==> src/rtl/evt_irq_agg_pkg.sv <==
package evt_irq_agg_pkg;
    localparam int SRC_W    = 3;
    localparam int SRC_MC0  = 0;
    localparam int SRC_MC1  = 1;
    localparam int SRC_SUSP = 2;
    localparam int UNIT_W   = 32;

    localparam int OFF_EN   = 0;
    localparam int OFF_STS  = 1;
    localparam int OFF_CLR  = 2;
    localparam int OFF_BANK = 3;

    function automatic int unit_count(int n);
        return (n + UNIT_W - 1) / UNIT_W;
    endfunction

    function automatic int lanes_in_unit(int n, int u);
        int r;
        r = n - u * UNIT_W;
        return (r > UNIT_W) ? UNIT_W : r;
    endfunction

    function automatic logic [31:0] lane_mask(int lanes);
        logic [63:0] m;
        m = (64'd1 << lanes) - 64'd1;
        return m[31:0];
    endfunction

    typedef struct packed {
        logic [SRC_W-1:0] en;
        logic [SRC_W-1:0] sts;
    } top_state_t;

    typedef struct packed {
        logic [31:0] info;
        logic [31:0] en;
    } unit_state_t;
endpackage

==> src/rtl/irq_susp_unit.sv <==
module irq_susp_unit
    import evt_irq_agg_pkg::*;
#(
    parameter int LANES  = 32,
    parameter bit LEGACY = 1'b0
) (
    input  logic        clk,
    input  logic        rst_n,
    input  logic [31:0] evt,
    input  logic        en_we,
    input  logic        clr_we,
    input  logic        wipe,
    input  logic [31:0] wdata,
    output logic [31:0] info,
    output logic [31:0] en,
    output logic        hit
);
    localparam logic [31:0] VALID = lane_mask(LANES);

    unit_state_t st_d, st_q;
    logic [31:0] accept;
    logic [31:0] clr_bits;

    always_comb begin
        // legacy mode accepts every existing lane
        accept   = evt & VALID & (LEGACY ? VALID : st_q.en);
        clr_bits = '0;
        if (!LEGACY) begin
            if (clr_we) clr_bits = wdata;
            if (wipe)   clr_bits = '1;
        end
        st_d      = st_q;
        // a fresh pulse overrides a same-cycle clear
        st_d.info = (st_q.info & ~clr_bits) | accept;
        if (en_we && !LEGACY) st_d.en = wdata & VALID;
    end

    always_ff @(posedge clk or negedge rst_n) begin
        if (!rst_n) st_q <= '0;
        else        st_q <= st_d;
    end

    assign info = st_q.info;
    assign en   = st_q.en;
    assign hit  = |accept;
endmodule

==> src/rtl/irq_top_level.sv <==
module irq_top_level
    import evt_irq_agg_pkg::*;
(
    input  logic             clk,
    input  logic             rst_n,
    input  logic [1:0]       mc_evt,
    input  logic             susp_hit,
    input  logic             en_we,
    input  logic             clr_we,
    input  logic [SRC_W-1:0] wdata,
    output logic [SRC_W-1:0] en,
    output logic [SRC_W-1:0] sts,
    output logic             wipe,
    output logic             irq
);
    top_state_t st_d, st_q;
    logic [SRC_W-1:0] set_bits;
    logic [SRC_W-1:0] clr_bits;

    always_comb begin
        set_bits           = '0;
        set_bits[SRC_MC0]  = mc_evt[0];
        set_bits[SRC_MC1]  = mc_evt[1];
        set_bits[SRC_SUSP] = susp_hit;
        clr_bits           = clr_we ? wdata : '0;
        st_d               = st_q;
        st_d.sts           = (st_q.sts & ~clr_bits) | set_bits;
        if (en_we) st_d.en = wdata;
    end

    always_ff @(posedge clk or negedge rst_n) begin
        if (!rst_n) st_q <= '0;
        else        st_q <= st_d;
    end

    assign en   = st_q.en;
    assign sts  = st_q.sts;
    assign wipe = clr_we & wdata[SRC_SUSP];
    assign irq  = |(st_q.sts & st_q.en);
endmodule

==> src/rtl/irq_reg_decode.sv <==
module irq_reg_decode
    import evt_irq_agg_pkg::*;
#(
    parameter int NUM_UNITS = 2,
    parameter int ADDR_W    = 6
) (
    input  logic                        we,
    input  logic [ADDR_W-1:0]           addr,
    input  logic [SRC_W-1:0]            top_en,
    input  logic [SRC_W-1:0]            top_sts,
    input  logic [NUM_UNITS*UNIT_W-1:0] info_all,
    input  logic [NUM_UNITS*UNIT_W-1:0] sen_all,
    output logic                        top_en_we,
    output logic                        top_clr_we,
    output logic [NUM_UNITS-1:0]        unit_clr_we,
    output logic [NUM_UNITS-1:0]        unit_en_we,
    output logic [31:0]                 rdata
);
    localparam int OFF_UCLR = OFF_BANK + NUM_UNITS;
    localparam int OFF_UEN  = OFF_BANK + 2 * NUM_UNITS;

    int a;

    always_comb begin
        a           = int'(addr);
        top_en_we   = 1'b0;
        top_clr_we  = 1'b0;
        unit_clr_we = '0;
        unit_en_we  = '0;
        rdata       = '0;
        if (a == OFF_EN) begin
            top_en_we = we;
            rdata     = 32'(top_en);
        end
        if (a == OFF_STS) rdata = 32'(top_sts);
        if (a == OFF_CLR) top_clr_we = we;
        for (int u = 0; u < NUM_UNITS; u++) begin
            if (a == OFF_BANK + u) rdata = info_all[u*UNIT_W +: UNIT_W];
            if (a == OFF_UCLR + u) unit_clr_we[u] = we;
            if (a == OFF_UEN + u) begin
                unit_en_we[u] = we;
                rdata         = sen_all[u*UNIT_W +: UNIT_W];
            end
        end
    end
endmodule

==> src/rtl/evt_irq_agg.sv <==
module evt_irq_agg
    import evt_irq_agg_pkg::*;
#(
    parameter int NUM_EP = 40,
    parameter int ADDR_W = 6,
    parameter bit LEGACY = 1'b0
) (
    input  logic              clk,
    input  logic              rst_n,
    input  logic [1:0]        mc_evt_i,
    input  logic [NUM_EP-1:0] ep_susp_i,
    input  logic              bus_we_i,
    input  logic [ADDR_W-1:0] bus_addr_i,
    input  logic [31:0]       bus_wdata_i,
    output logic [31:0]       bus_rdata_o,
    output logic              irq_o
);
    localparam int NUM_UNITS = unit_count(NUM_EP);
    localparam int PAD_W     = NUM_UNITS * UNIT_W;

    logic [PAD_W-1:0]     ep_pad;
    logic [PAD_W-1:0]     info_all;
    logic [PAD_W-1:0]     sen_all;
    logic [NUM_UNITS-1:0] unit_hit;
    logic [NUM_UNITS-1:0] unit_clr_we;
    logic [NUM_UNITS-1:0] unit_en_we;
    logic [SRC_W-1:0]     top_en;
    logic [SRC_W-1:0]     top_sts;
    logic                 top_en_we;
    logic                 top_clr_we;
    logic                 wipe;
    logic                 susp_hit;

    assign ep_pad   = PAD_W'(ep_susp_i);
    assign susp_hit = |unit_hit;

    irq_reg_decode #(.NUM_UNITS(NUM_UNITS), .ADDR_W(ADDR_W)) u_dec (
        .we          (bus_we_i),
        .addr        (bus_addr_i),
        .top_en      (top_en),
        .top_sts     (top_sts),
        .info_all    (info_all),
        .sen_all     (sen_all),
        .top_en_we   (top_en_we),
        .top_clr_we  (top_clr_we),
        .unit_clr_we (unit_clr_we),
        .unit_en_we  (unit_en_we),
        .rdata       (bus_rdata_o)
    );

    irq_top_level u_top (
        .clk      (clk),
        .rst_n    (rst_n),
        .mc_evt   (mc_evt_i),
        .susp_hit (susp_hit),
        .en_we    (top_en_we),
        .clr_we   (top_clr_we),
        .wdata    (bus_wdata_i[SRC_W-1:0]),
        .en       (top_en),
        .sts      (top_sts),
        .wipe     (wipe),
        .irq      (irq_o)
    );

    for (genvar u = 0; u < NUM_UNITS; u++) begin : g_bank
        irq_susp_unit #(
            .LANES  (lanes_in_unit(NUM_EP, u)),
            .LEGACY (LEGACY)
        ) u_bank (
            .clk    (clk),
            .rst_n  (rst_n),
            .evt    (ep_pad[u*UNIT_W +: UNIT_W]),
            .en_we  (unit_en_we[u]),
            .clr_we (unit_clr_we[u]),
            .wipe   (wipe),
            .wdata  (bus_wdata_i),
            .info   (info_all[u*UNIT_W +: UNIT_W]),
            .en     (sen_all[u*UNIT_W +: UNIT_W]),
            .hit    (unit_hit[u])
        );
    end
endmodule

==> config.mk <==
export PLATFORM = sky130hd
export DESIGN_NAME = evt_irq_agg
export DESIGN_NICKNAME = d
export VERILOG_FILES = /design/src/rtl/evt_irq_agg_pkg.sv /design/src/rtl/irq_susp_unit.sv /design/src/rtl/irq_top_level.sv /design/src/rtl/irq_reg_decode.sv /design/src/rtl/evt_irq_agg.sv
export SDC_FILE = /design/constraint.sdc
export NUM_CORES = 1
export LEC_CHECK = 0
export CAP_MARGIN = 0
export CORE_MARGIN = 2
export CORE_UTILIZATION = 54
export DETAILED_ROUTE_END_ITERATION = 8
export GPL_ROUTABILITY_DRIVEN = 1
export PLACE_DENSITY = 0.87
export SYNTH_ARGS = -nofsm -noshare
export SYNTH_HDL_FRONTEND = slang
export SYNTH_SLANG_ARGS = --single-unit
==> constraint.sdc <==
create_clock -name clk -period 5.6 [get_ports clk]
set_input_delay 1.12 -clock clk [delete_from_list [all_inputs] [get_ports clk]]
set_output_delay 1.12 -clock clk [all_outputs]
set_load 0.01 [all_outputs]
==> results.md, run 1 <==
- Vias in the first global route: 4601
- Seq/Total Area, Yosys: 0.540
- Longest Clk Path Bufs: 2
- Worst-case reg-to-reg path depth: 4
- Clk Latency, worst-skew pair: 380 ps
- Crit path arrival time: 3950 ps
- Core footprint: 9200 um^2
- Int Power: 1290 uW
- Reg clk slew, reported paths: 110 ps
- Number of max-cap violations: 0
- Syn_nets: 536
- Number of setup buffers added after CTS: 0
- Final Cell Area: 6550 um^2
- Fin cells: 675
- Nature of the critical path endpoint: primary output
- Slowest-stage cell, CP: or4_4
- Post-synthesis cell area: 5100 um^2
- NetSw: 510 uW
- Initial antenna violation count: 0
- FILL cells: 665
- Pleak: 0.00279 uW
- Distinct cell type count after synthesis: 37
- CTS Sinks: 110
- Via-per-instance ratio: 6.63
- Top Ports: 116
- Final Hold Viols: 0
- Status: finished clean
- Clock network power share: 0.267
- CTS tree: done
- Total Power: 1800 uW
- Worst-path maximum fanout: 24
- Setup crit end: bus_rdata_o[18]
- CP Launch Point: bus_addr_i[1]
- Largest net degree at the start of global routing: 69
- Pwr/cell area: 275 nW/um^2
- Crit path max-delay family: buffers and inverters
- Total number of vias: 4474
- Initial DRC count: 455
- Full die area: 10200 um^2
- Leading cell types in the layout, fill and taps excluded: clkdlybuf4s50_1, dfrtp_1, nand2_1, mux2_2, a32o_1
- Kind of critical path: in2out
- Hold WC Path Type: reg2reg
- Sw Ratio: 0.283
- Sequential share of power: 0.566
- # rows: 35
- Reg2reg start: g_bank[0].u_bank.en[27]$_DFFE_PN0P_
- Antenna Nets Post-Route: 0
- Required time of the critical path: 4480 ps
- Die H: 101 um
- Post-placement cell count: 659
- GRT Total Usage: 0.287
- Fin nets: 642
- Period utilisation layout: 0.905
- WL per Instance: 21.3 um
- FMAX: 197 MHz
- Initial Utilization: 0.554
- Combinational power share: 0.167
- Antenna diodes: 0
- VDD IR-drop max: 0.000167 V
- Max-slew violation total from the final report: 0
- Worst slew margin: 0.317
- Port Buffers: 115
- Worst reg2reg endpoint: u_top.sts[2]$_DFF_PN0_
- Critical Path Most Common Cell: clkdlybuf4s50_1
- Util after Layout: 0.712
- Critical-path cell list: clkdlybuf4s50_1, or4_4, nor2_2, buf_4, a222oi_1, inv_1, clkdlybuf4s50_1
- Commonest non-fill, non-tap cell in the layout: clkdlybuf4s50_1
- Final setup fails: 0
- WP depth: 7
- DRT Pass-1 Iters: 7
- Final Skew: 11.3 ps
- Met1 Wirelength: 5920 um
- Gpl congestion: 0.882
- Worst slew pin tran: 1020 ps
- Final min period: 5070 ps
- Dpl hpwl: 9900 um
- Yosys reg bits: 110
- Layout area overhead: 28.5%
- CTS root buffer: clkbuf_8
- Post-CTS Hold Buffers: 0
- Placement Cell Area: 6350 um^2
- CP bufs+invs: 4
- Detailed Route WL: 14400 um
- Syn. warnings: 0
- Synth Area per Inst: 11.2 um^2
- Setup slack, reg-to-reg: 3980 ps
- First-pass GRT wire length: 22800 um
- WL met3: 1240 um
- Die Width: 101 um
- Post-CTS Resized: 0
- Met2 wire length: 6910 um
- GRT overflow: 0
- Crit-path max cell delay: 680 ps
- Mapped Cells: 453
- Htree depth: 3
- Final TNS setup: 0 ps
- CTS Buf Count: 9
- Top Metal Used: met4
- Unrepaired setup endpoints after global routing: no
- Crit start category: primary input
- Layout cells sized above 1: 0.137
- DRC viols: 0
## layout make-up
| cell class | instances | area [um^2] | share of cell area |
|---|---|---|---|
| clock buffers | 10 | 138 | 0.0210 |
| inverters | 25 | 93.8 | 0.0143 |
| flip-flops and latches | 110 | 2750 | 0.420 |
| well taps | 111 | 139 | 0.0212 |
| multi-input cells | 288 | 2140 | 0.327 |
| clock inverters | 6 | 62.6 | 0.00955 |
| repair buffers | 125 | 1220 | 0.187 |
## per-stage QoR
stage | hold slack [ps] | setup slack, ps
2_1_floorplan | 466 | 1990
3_3_place_gp | 484 | 647
6_report | 506 | 533
4_1_cts | 506 | 595
3_5_place_dp | 490 | 611
5_1_grt | 529 | 424
## worst min path at each step
stage                                   startpoint                                   to  slack (ps)  cells past startpoint
2_1_floorplan   g_bank[1].u_bank.en[2]$_DFFE_PN0P_   g_bank[1].u_bank.info[2]$_DFF_PN0_         470                      2
3_3_place_gp   g_bank[1].u_bank.info[18]$_DFF_PN0_  g_bank[1].u_bank.info[18]$_DFF_PN0_         480                      2
3_5_place_dp   g_bank[1].u_bank.info[11]$_DFF_PN0_  g_bank[1].u_bank.info[11]$_DFF_PN0_         490                      2
4_1_cts        g_bank[1].u_bank.info[11]$_DFF_PN0_  g_bank[1].u_bank.info[11]$_DFF_PN0_         510                      2
5_1_grt        g_bank[1].u_bank.info[11]$_DFF_PN0_  g_bank[1].u_bank.info[11]$_DFF_PN0_         530                      2
6_report        g_bank[1].u_bank.info[9]$_DFF_PN0_   g_bank[1].u_bank.info[9]$_DFF_PN0_         510                      2
## kinds of logic (layout without fill, tap and decap cells)
group                  Yosys count  in the layout  synth area share
AOI/OAI and AO/OA              131            131             0.216
and+or+nand+nor                112            112             0.102
DFF                            110            110             0.540
buffers and inverters           55            166            0.0432
muxes                           45             45            0.0989
## sequential cells by signal, summed over array words and instances (netlist names)
| name | cells |
|---|---|
| g_bank.u_bank.en | 40 |
| g_bank.u_bank.info | 64 |
| u_top.sts | 3 |
| u_top.en | 3 |
## worst register-to-register path, stage by stage (launching register included)
cell	delay [ps]
dfrtp_1	420
a22o_1	230
a221oi_1	300
nand4_1	150
a2111o_1	400
## cells in the mapped netlist
cell      instances  area, um^2
clkbuf_1         18        67.6
mux2i_1           2        20.0
o21ai_0           4        20.0
mux2_2           43         484
buf_2            11        55.1
inv_1            25        93.8
nor4b_1           1        8.76
and3b_1           1        8.76
nor2_1            8        30.0
a32o_1           41         410
a221oi_1          8        70.1
buf_1             1        3.75
nor4_1            1        6.26
a31oi_1           2        12.5
and3_1            2        12.5
a2111o_1          1        11.3
nand3_1           6        30.0
a222oi_1         28         280
a211o_1           1        8.76
nand2_4           1        11.3
nand4_1           3        18.8
nand2b_1          1        6.26
nor3_1            2        10.0
a22o_1            9        78.8
nand2_1          77         289
a22oi_1           7        52.6
nor3b_4           1        18.8
nor4_2            1        12.5
nand3b_1          1        7.51
or3b_2            1        8.76
a21oi_1          28         140
or4_1             1        7.51
and4_1            1        8.76
or4_4             1        11.3
dfrtp_1         110        2750
nor2b_1           2        12.5
a21o_1            2        15.0
## layer usage
metal	vias to the layer above	global-route usage
met2	252	0.464
met3	32	0.0676
li1	1959	-
met5	-	0
met1	2231	0.383
met4	0	0.106
## power by group through the flow
stage / clock [uW] / combinational (uW) / sequential (uW)
6_report: 482 / 301 / 1020
5_1_grt: 516 / 324 / 1030
4_1_cts: 485 / 301 / 1020
3_5_place_dp: 0 / 300 / 1030
3_3_place_gp: 0 / 286 / 1020
2_1_floorplan: 0 / 165 / 997
No activity file was read; power rests on OpenSTA's default activity.
==> run 2, diff against run 1 <==
- CORE_MARGIN: 2 -> not set
- RECOVER_POWER: not set -> 100
==> run 2 against run 1 <==
The run now ends with capacitance limit, slew limit left. Non-clock buffer count increased by 2. Highest routed layer unchanged. Maximum frequency decreased by 2.0%. Critical endpoint is now bus_rdata_o[17]. Combinational power decreased by 2%. Worst hold slack improved by 2.2 ps. Critical path type unchanged. Sequential power about the same.
==> results.md, run 2 (same netlist as run 1, synthesis figures left out) <==
- Status: complete, but fails checks
- Failing checks: capacitance limit, slew limit
- Reg clk slew, reported paths: 110 ps
- Number of setup buffers added after CTS: 0
- Gpl congestion: 0.918
- Layout cells sized above 1: 0.127
- DRT Pass-1 Iters: 7
- Vias in the first global route: 4433
- CTS Buf Count: 9
- Critical-path cell list: dlygate4sd3_1, or4_1, nor2_2, buf_4, a222oi_1, inv_1, dlygate4sd3_1
- Largest net degree at the start of global routing: 69
- Final setup fails: 0
- CTS tree: done
- Crit-path max cell delay: 700 ps
- Clock network power share: 0.266
- CTS Sinks: 110
- Post-CTS Hold Buffers: 0
- Reg2reg start: g_bank[0].u_bank.en[15]$_DFFE_PN0P_
- Worst slew pin tran: 3620 ps
- Initial Utilization: 0.554
- Die H: 99.1 um
- Clk Latency, worst-skew pair: 380 ps
- Initial antenna violation count: 0
- FILL cells: 659
- Crit path arrival time: 4050 ps
- Fin cells: 677
- Final Skew: 16.9 ps
- Setup slack, reg-to-reg: 3940 ps
- Fin nets: 644
- Placement Cell Area: 6360 um^2
- Total number of vias: 4469
- Antenna Nets Post-Route: 0
- Hold WC Path Type: reg2reg
- Worst reg2reg endpoint: u_top.sts[2]$_DFF_PN0_
- WL per Instance: 20.2 um
- Pwr/cell area: 273 nW/um^2
- Crit path max-delay family: buffers and inverters
- First-pass GRT wire length: 22300 um
- Initial DRC count: 504
- Slowest-stage cell, CP: dlygate4sd3_1
- Setup crit end: bus_rdata_o[17]
- Period utilisation layout: 0.923
- Combinational power share: 0.165
- Area of the multi-input gates: 2110 um^2
- Post-CTS Resized: 0
- Pleak: 0.00287 uW
- CTS root buffer: clkbuf_8
- Layout area overhead: 28.0%
- Post-placement cell count: 661
- Core footprint: 9200 um^2
- CP Launch Point: bus_addr_i[1]
- Die Width: 99.1 um
- Max-slew violation total from the final report: 136
- Unrepaired setup endpoints after global routing: no
- Sw Ratio: 0.283
- Util after Layout: 0.709
- Via-per-instance ratio: 6.60
- Top Ports: 116
- Number of max-cap violations: 3
- GRT Total Usage: 0.290
- Final TNS setup: 0 ps
- Storage cell area: 2750 um^2
- CP bufs+invs: 4
- Critical Path Most Common Cell: dlygate4sd3_1
- # rows: 35
- Longest Clk Path Bufs: 2
- WP depth: 7
- Detailed Route WL: 13700 um
- Worst-path maximum fanout: 14
- Final min period: 5170 ps
- Dpl hpwl: 9550 um
- FMAX: 193 MHz
- Port Buffers: 115
- Full die area: 9830 um^2
- Htree depth: 3
- Worst slew margin: -1.41
- Nature of the critical path endpoint: primary output
- Int Power: 1280 uW
- Leading cell types in the layout, fill and taps excluded: dfrtp_1, clkdlybuf4s50_1, nand2_1, mux2_2, a32o_1
- DRC viols: 0
- Final Cell Area: 6520 um^2
- Final Hold Viols: 0
- Kind of critical path: in2out
- GRT overflow: 0
- Commonest non-fill, non-tap cell in the layout: dfrtp_1
- Max FFs per register: 64
- Sequential share of power: 0.570
- Required time of the critical path: 4480 ps
- Worst-case reg-to-reg path depth: 4
- VDD IR-drop max: 0.000157 V
- NetSw: 505 uW
- Antenna diodes: 0
- Crit start category: primary input
## run 2: power groups by stage
stage / clock [uW] / combinational (uW) / sequential [uW]
finish: 474 / 294 / 1020
CTS: 481 / 301 / 1010
detailed placement: 0 / 301 / 1030
floorplan: 0 / 165 / 997
global route: 510 / 318 / 1030
global placement: 0 / 286 / 1020
## run 2: final cells by class
class | count | area share
tap | 111 | 0.0213
multi-input combinational | 288 | 0.324
clock inverter | 7 | 0.0121
clock buffer | 9 | 0.0190
timing repair buffer | 127 | 0.187
inverter | 25 | 0.0144
sequential | 110 | 0.422
## run 2: worst min-delay path by stage
stage / startpoint / end / slack [ps] / depth (start not counted)
after floorplan: g_bank[1].u_bank.en[2]$_DFFE_PN0P_ / g_bank[1].u_bank.info[2]$_DFF_PN0_ / 470 / 2
after global placement: g_bank[1].u_bank.info[14]$_DFF_PN0_ / g_bank[1].u_bank.info[14]$_DFF_PN0_ / 490 / 2
after detailed placement: g_bank[1].u_bank.info[12]$_DFF_PN0_ / g_bank[1].u_bank.info[12]$_DFF_PN0_ / 490 / 2
after CTS: g_bank[1].u_bank.info[9]$_DFF_PN0_ / g_bank[1].u_bank.info[9]$_DFF_PN0_ / 510 / 2
after global routing: g_bank[1].u_bank.info[26]$_DFF_PN0_ / g_bank[1].u_bank.info[26]$_DFF_PN0_ / 530 / 2
final: g_bank[1].u_bank.info[26]$_DFF_PN0_ / g_bank[1].u_bank.info[26]$_DFF_PN0_ / 510 / 2
## run 2: stage by stage
stage / power [uW] / setup WS, ps / hold WS, ps
final: 1780 / 429 / 509
after global routing: 1860 / 309 / 530
after CTS: 1800 / 662 / 507
after detailed placement: 1330 / 688 / 489
after global placement: 1310 / 717 / 486
after floorplan: 1160 / 1990 / 466
## run 2: layer usage
layer	global-route usage	part of all wire	vias to the layer above
met1	0.386	0.40	2253
met2	0.479	0.50	230
met3	0.0696	0.089	23
met4	0.0803	0.014	0
li1	-	-	1963
met5	0	0	-
## run 2: worst reg2reg max path: stages, from the launching register on
cell      delay (ps)
dfrtp_1          440
a22o_1           230
a221oi_1         300
nand3_1          180
a2111o_1         390
